**src/rtl/sp_entry_pkg.sv**
```systemverilog
`timescale 1ns/1ps
package sp_entry_pkg;

    // Action applied to the marker/data chain in one cycle.
    typedef enum logic [1:0] {
        ACT_HOLD  = 2'd0,
        ACT_INIT  = 2'd1,
        ACT_LOAD  = 2'd2,
        ACT_SHIFT = 2'd3
    } reg_act_e;

    // Priority: reset, parallel load, re-arm after transfer, serial shift.
    function automatic reg_act_e pick_act(
        input logic rst,
        input logic load,
        input logic rearm,
        input logic shift_ok
    );
        if (rst)           return ACT_INIT;
        else if (load)     return ACT_LOAD;
        else if (rearm)    return ACT_INIT;
        else if (shift_ok) return ACT_SHIFT;
        else               return ACT_HOLD;
    endfunction

endpackage

```
**src/rtl/sp_edge_sync.sv**
```systemverilog
`timescale 1ns/1ps
module sp_edge_sync #(
    parameter int STAGES = 2
) (
    input  logic clk,
    input  logic rst,
    input  logic async_i,
    output logic fall_o
);
    // STAGES synchronizer flops plus one history flop for edge detection.
    localparam int LAST = STAGES;

    logic [LAST:0] pipe_q;

    always_ff @(posedge clk) begin
        if (rst) pipe_q <= '0;
        else     pipe_q <= {pipe_q[LAST-1:0], async_i};
    end

    assign fall_o = pipe_q[LAST] & ~pipe_q[LAST-1];

    // A detected falling edge lasts exactly one system cycle.
    p_fall_single_r3: assert property (@(posedge clk) disable iff (rst)
        fall_o |=> !fall_o);

endmodule

```
**src/rtl/sp_marker_reg.sv**
```systemverilog
`timescale 1ns/1ps
module sp_marker_reg
    import sp_entry_pkg::*;
#(
    parameter int W = 4
) (
    input  logic         clk,
    input  logic         rst,
    input  reg_act_e     act_i,
    input  logic [W-1:0] par_d_i,
    input  logic         ser_d_i,
    output logic [W-1:0] word_o,
    output logic         fc_o
);
    // Initial pattern: marker in the top stage, completion stage clear.
    localparam logic [W-1:0] SENTINEL = {1'b1, {(W-1){1'b0}}};

    logic [W-1:0] data_q;
    logic         fc_q;

    always_ff @(posedge clk) begin
        unique case (act_i)
            ACT_INIT: begin
                data_q <= SENTINEL;
                fc_q   <= 1'b0;
            end
            ACT_LOAD: begin
                data_q <= par_d_i;
                fc_q   <= 1'b1;
            end
            ACT_SHIFT: {data_q, fc_q} <= {ser_d_i, data_q};
            default: ;
        endcase
    end

    assign word_o = data_q;
    assign fc_o   = fc_q;

    // A full register is never shifted again.
    p_no_shift_when_full_r5: assert property (@(posedge clk) disable iff (rst)
        (act_i == ACT_SHIFT) |-> !fc_q);

endmodule

```
**src/rtl/sp_xfer_ctl.sv**
```systemverilog
`timescale 1ns/1ps
module sp_xfer_ctl #(
    parameter int W = 4
) (
    input  logic         clk,
    input  logic         rst,
    input  logic         xfer_n_i,
    input  logic         top_empty_i,
    input  logic         full_i,
    input  logic         load_i,
    input  logic [W-1:0] word_i,
    output logic         wr_o,
    output logic [W-1:0] data_o,
    output logic         done_o,
    output logic         rearm_o
);
    logic         done_q;
    logic         wr_q;
    logic [W-1:0] data_q;
    logic         wr_go;

    assign wr_go = !xfer_n_i && top_empty_i && full_i && !done_q;

    always_ff @(posedge clk) begin
        if (rst) begin
            done_q <= 1'b0;
            wr_q   <= 1'b0;
            data_q <= '0;
        end else begin
            wr_q <= wr_go;
            if (wr_go)                data_q <= word_i;
            if (wr_go)                done_q <= 1'b1;
            else if (done_q && !load_i) done_q <= 1'b0;
        end
    end

    assign wr_o    = wr_q;
    assign data_o  = data_q;
    assign done_o  = done_q;
    assign rearm_o = done_q && !load_i;

    // One strobe per word, never back to back.
    p_single_strobe_r9: assert property (@(posedge clk) disable iff (rst)
        wr_q |=> !wr_q);

    // A strobe only follows a cycle with a free top location.
    p_strobe_space_r8: assert property (@(posedge clk) disable iff (rst)
        wr_q |-> ($past(top_empty_i) && !$past(xfer_n_i)));

    // The transfer record survives while load is held.
    p_done_hold_r10: assert property (@(posedge clk) disable iff (rst)
        (done_q && load_i) |=> done_q);

endmodule

```
**src/rtl/sp_entry_reg.sv**
```systemverilog
`timescale 1ns/1ps
module sp_entry_reg
    import sp_entry_pkg::*;
#(
    parameter int W           = 4,
    parameter int SYNC_STAGES = 2
) (
    input  logic         clk,
    input  logic         rst,
    input  logic         load_i,
    input  logic [W-1:0] par_d_i,
    input  logic         ser_clk_i,
    input  logic         ser_en_n_i,
    input  logic         ser_d_i,
    input  logic         xfer_n_i,
    input  logic         stk_top_empty_i,
    output logic         full_n_o,
    output logic         stk_wr_o,
    output logic [W-1:0] stk_data_o
);
    logic         ser_fall;
    logic         fc;
    logic         done;
    logic         rearm;
    logic         shift_ok;
    logic [W-1:0] word;
    reg_act_e     act;

    sp_edge_sync #(.STAGES(SYNC_STAGES)) u_sync (
        .clk     (clk),
        .rst     (rst),
        .async_i (ser_clk_i),
        .fall_o  (ser_fall)
    );

    assign shift_ok = ser_fall && !ser_en_n_i && !fc && !done;
    assign act      = pick_act(rst, load_i, rearm, shift_ok);

    sp_marker_reg #(.W(W)) u_reg (
        .clk     (clk),
        .rst     (rst),
        .act_i   (act),
        .par_d_i (par_d_i),
        .ser_d_i (ser_d_i),
        .word_o  (word),
        .fc_o    (fc)
    );

    sp_xfer_ctl #(.W(W)) u_ctl (
        .clk         (clk),
        .rst         (rst),
        .xfer_n_i    (xfer_n_i),
        .top_empty_i (stk_top_empty_i),
        .full_i      (fc),
        .load_i      (load_i),
        .word_i      (word),
        .wr_o        (stk_wr_o),
        .data_o      (stk_data_o),
        .done_o      (done),
        .rearm_o     (rearm)
    );

    assign full_n_o = ~fc;

    // A parallel load always leaves the register full.
    p_load_sets_full_r2: assert property (@(posedge clk) disable iff (rst)
        load_i |=> !full_n_o);

    // Full clears only after load has been released.
    p_rise_after_release_r10: assert property (@(posedge clk) disable iff (rst)
        $rose(full_n_o) |-> !$past(load_i));

endmodule

```
**config.mk**
```make
export PLATFORM = sky130hd
export DESIGN_NAME = sp_entry_reg
export DESIGN_NICKNAME = d
export VERILOG_FILES = /design/src/rtl/sp_entry_pkg.sv /design/src/rtl/sp_edge_sync.sv /design/src/rtl/sp_marker_reg.sv /design/src/rtl/sp_xfer_ctl.sv /design/src/rtl/sp_entry_reg.sv
export SDC_FILE = /design/constraint.sdc
export NUM_CORES = 1
export LEC_CHECK = 0
export BUFFER_PORTS_ARGS = -buffer_cell sky130_fd_sc_hd__buf_2
export CORE_AREA = 2 2 40 42
export DETAILED_ROUTE_END_ITERATION = 8
export DIE_AREA = 0 0 42 44
export MAX_ROUTING_LAYER = met4
export PLACE_DENSITY = 0.65
export SYNTH_ARGS = -nofsm -noshare
export SYNTH_HDL_FRONTEND = slang
export SYNTH_SLANG_ARGS = --single-unit
```
**constraint.sdc**
```tcl
create_clock -name clk -period 1.2 [get_ports clk]
set_input_delay 0.24 -clock clk [delete_from_list [all_inputs] [get_ports clk]]
set_output_delay 0.24 -clock clk [all_outputs]
set_load 0.02 [all_outputs]
```
==> results.toml <==
[status]
status = "complete, but fails checks"
violations = "setup timing"

[finish]
nets = 86
multiInputGateArea_um2 = 220
area_delta_synth_final_pct = 26.6
drive_above_1_share = 0.356
seqCellArea_um2 = 330
n_fill_cell = 140
diodes = 0
finalNonFillerCells = 89
finalInstanceArea_um2 = 726

[clock_tree]
root_buffer = "clkbuf_4"
ctsLongestPathBuffers = 2
cts_hold_buffers = 0
tritoncts = "built"
numCtsBuffers = 3
clk_latency_ns = 0.28
cts.sinks = 14
h-tree-depth = 1
clk_pin_slew_ns = 0.07

[floorplanning]
rows = 14
die_area_mm2 = 0.00185
start_util = 0.404
die_w_um = 42
die_y_um = 44
core_mm2 = 0.00142
pin_count = 18

[grt]
grt.met2_usage = 0.191
grt_pass1_wl_mm = 1.93
track_usage = 0.151
grt_max_degree = 15
use_met3 = 0.0292
grt_util_met1 = 0.210
top_usage_layer = "met1"
grt_pass1_vias = 427
globalRouteOverflowTotal = 0
antenna_found_initial = 0

[synthesis]
netlist_instances = 51
yosysUniqueCellTypes = 17
syn_area_um2 = 573
synth-warning-count = 0
synth.ff_latch_count = 14
syn_area_per_cell_um2 = 11.2
synth_seq_area_share = 0.576
syn_nets = 63

[timing]
drv_slew = 0
setup_slack_ns = -0.0572
hold_viol = 0
rsz0062_at_grt = "true"
fin_crit_sh = 1.05
setup_tns_ns = -0.279
worstMarginPinSlew_ns = 0.314
clock.fmax_mhz = 795
skew_ns = 0.00648
finalSetupViolCount = 8
slew_headroom = 0.791
period_needed_ns = 1.26

[place]
dp.cells = 85
gp_congestion = 0.761
place_ws_ns = -0.0587
place_area_um2 = 689
port_buffers = 17
dp_hpwl_um = 814

[worst_setup_path]
arrival_ns = 1.26
critPathRequiredTime_ns = 1.20
worstSetupPathType = "reg -> reg"
critPathLaunch = "u_ctl.done_o$_SDFFE_PP0P_"
worstPathMaxFanout = 5
endpoint_kind = "flip-flop"
rr_startpoint = "u_ctl.done_o$_SDFFE_PP0P_"
start_kind = "flip-flop"

[routing]
viasPerCell = 4.85
wirelength_mm = 1.12
drt_iter0_drc = 1
avgRoutedWirePerCell_um = 12.6
drc_errors = 0
dr.pass1.iters = 3
detail-route-antenna-nets = 0
routed-via-count = 432

[hold_path]
hold_class = "in -> reg"
min_from = "ser_clk_i"

[power]
total_power_mw = 0.910
ir_drop_mv = 0.623
p_per_area_mw_per_mm2 = 1250
cellLeakagePower_nw = 0.310

[job]
cap_violations = 0
[per-layer routing]
metal  part of all wire  vias to the layer above
met5                  0                        -
li1                   -                      224
met2               0.42                       12
met4              0.032                        0
met1               0.50                      191
met3              0.045                        5
[per-stage QoR]
stage,utilization,hold WS (ns)
finish,0.511,0.176
global route,0.511,0.190
CTS,0.511,0.166
detailed placement,0.486,0.427
global placement,0.486,0.419
floorplan,-,0.312
[what timing repair did]
item / 4_1_cts / 5_1_grt
gates resized for setup: 1 / 2
pin swaps: 0 / 1
setup buffers: 1 / 0
setup endpoints to repair: 8 / 15
[sequential cells by signal, indices dropped and copies added, names as in the netlist]
| name | cells |
|---|---|
| u_ctl.wr_o | 1 |
| u_reg.fc_o | 1 |
| u_ctl.data_o | 4 |
| u_ctl.done_o | 1 |
| u_sync.pipe_q | 3 |
| u_reg.word_o | 4 |
[kinds of logic (layout without fill, tap and decap cells)]
kind of cell,Yosys count,in the layout,share of synthesized area
AOI/OAI and AO/OA,7,7,0.0808
buffers and inverters,5,27,0.0459
DFF,14,14,0.576
muxes,4,4,0.0699
and+or+nand+nor,21,21,0.227
[critical path, stage by stage, from the launching register on]
cell	delay [ns]
dfxtp_1	0.42
nor3_4	0.08
a2111o_1	0.48
[placed cells by master (no fill, tap or decap), drive strengths merged]
master / synthesis / layout
nor2: 7 / 7
nand2: 3 / 3
dfxtp: 9 / 9
inv: 2 / 2
or2: 1 / 1
and4bb: 1 / 1
mux2i: 4 / 4
nor2b: 5 / 5
buf: 1 / 21
a32oi: 1 / 1
nand4b: 3 / 3
nor3: 1 / 1
edfxtp: 5 / 5
a2111o: 1 / 1
clkbuf: 2 / 4
a21oi: 4 / 4
a31oi: 1 / 1
[synthesized netlist by cell type (all sizes together)]
master / instances / area [µm²]
dfxtp: 9 / 180
buf: 1 / 11.3
nor3: 1 / 16.3
clkbuf: 2 / 7.51
mux2i: 4 / 40.0
nor2b: 5 / 31.3
inv: 2 / 7.51
nor2: 7 / 26.3
a32oi: 1 / 8.76
a31oi: 1 / 6.26
edfxtp: 5 / 150
and4bb: 1 / 12.5
nand2: 3 / 11.3
a2111o: 1 / 11.3
nand4b: 3 / 26.3
a21oi: 4 / 20.0
or2: 1 / 6.26
[power breakdown]
| group | internal (mW) | switching, mW |
|---|---|---|
| combinational | 0.0517 | 0.0540 |
| sequential | 0.514 | 0.0135 |
| clock | 0.129 | 0.147 |
| total | 0.695 | 0.215 |
[cell type report]
class | instances | area share
Clock buffer | 4 | 0.0362
Tap cell | 16 | 0.0276
Inverter | 2 | 0.0103
Timing Repair Buffer | 21 | 0.167
Sequential cell | 14 | 0.455
Multi-Input combinational cell | 32 | 0.303
[path summary, 6_finish.rpt]
| check | to | slack, ns | depth (start not counted) |
|---|---|---|---|
| max | u_reg.word_o[3]$_DFFE_PP_ | -0.06 | 2 |
| min | u_sync.pipe_q[0]$_SDFF_PP0_ | 0.18 | 2 |
| max reg2reg | u_reg.word_o[3]$_DFFE_PP_ | -0.06 | 2 |
| min reg2reg | u_sync.pipe_q[1]$_SDFF_PP0_ | 0.44 | 1 |
(Power assumes the default switching activity.)
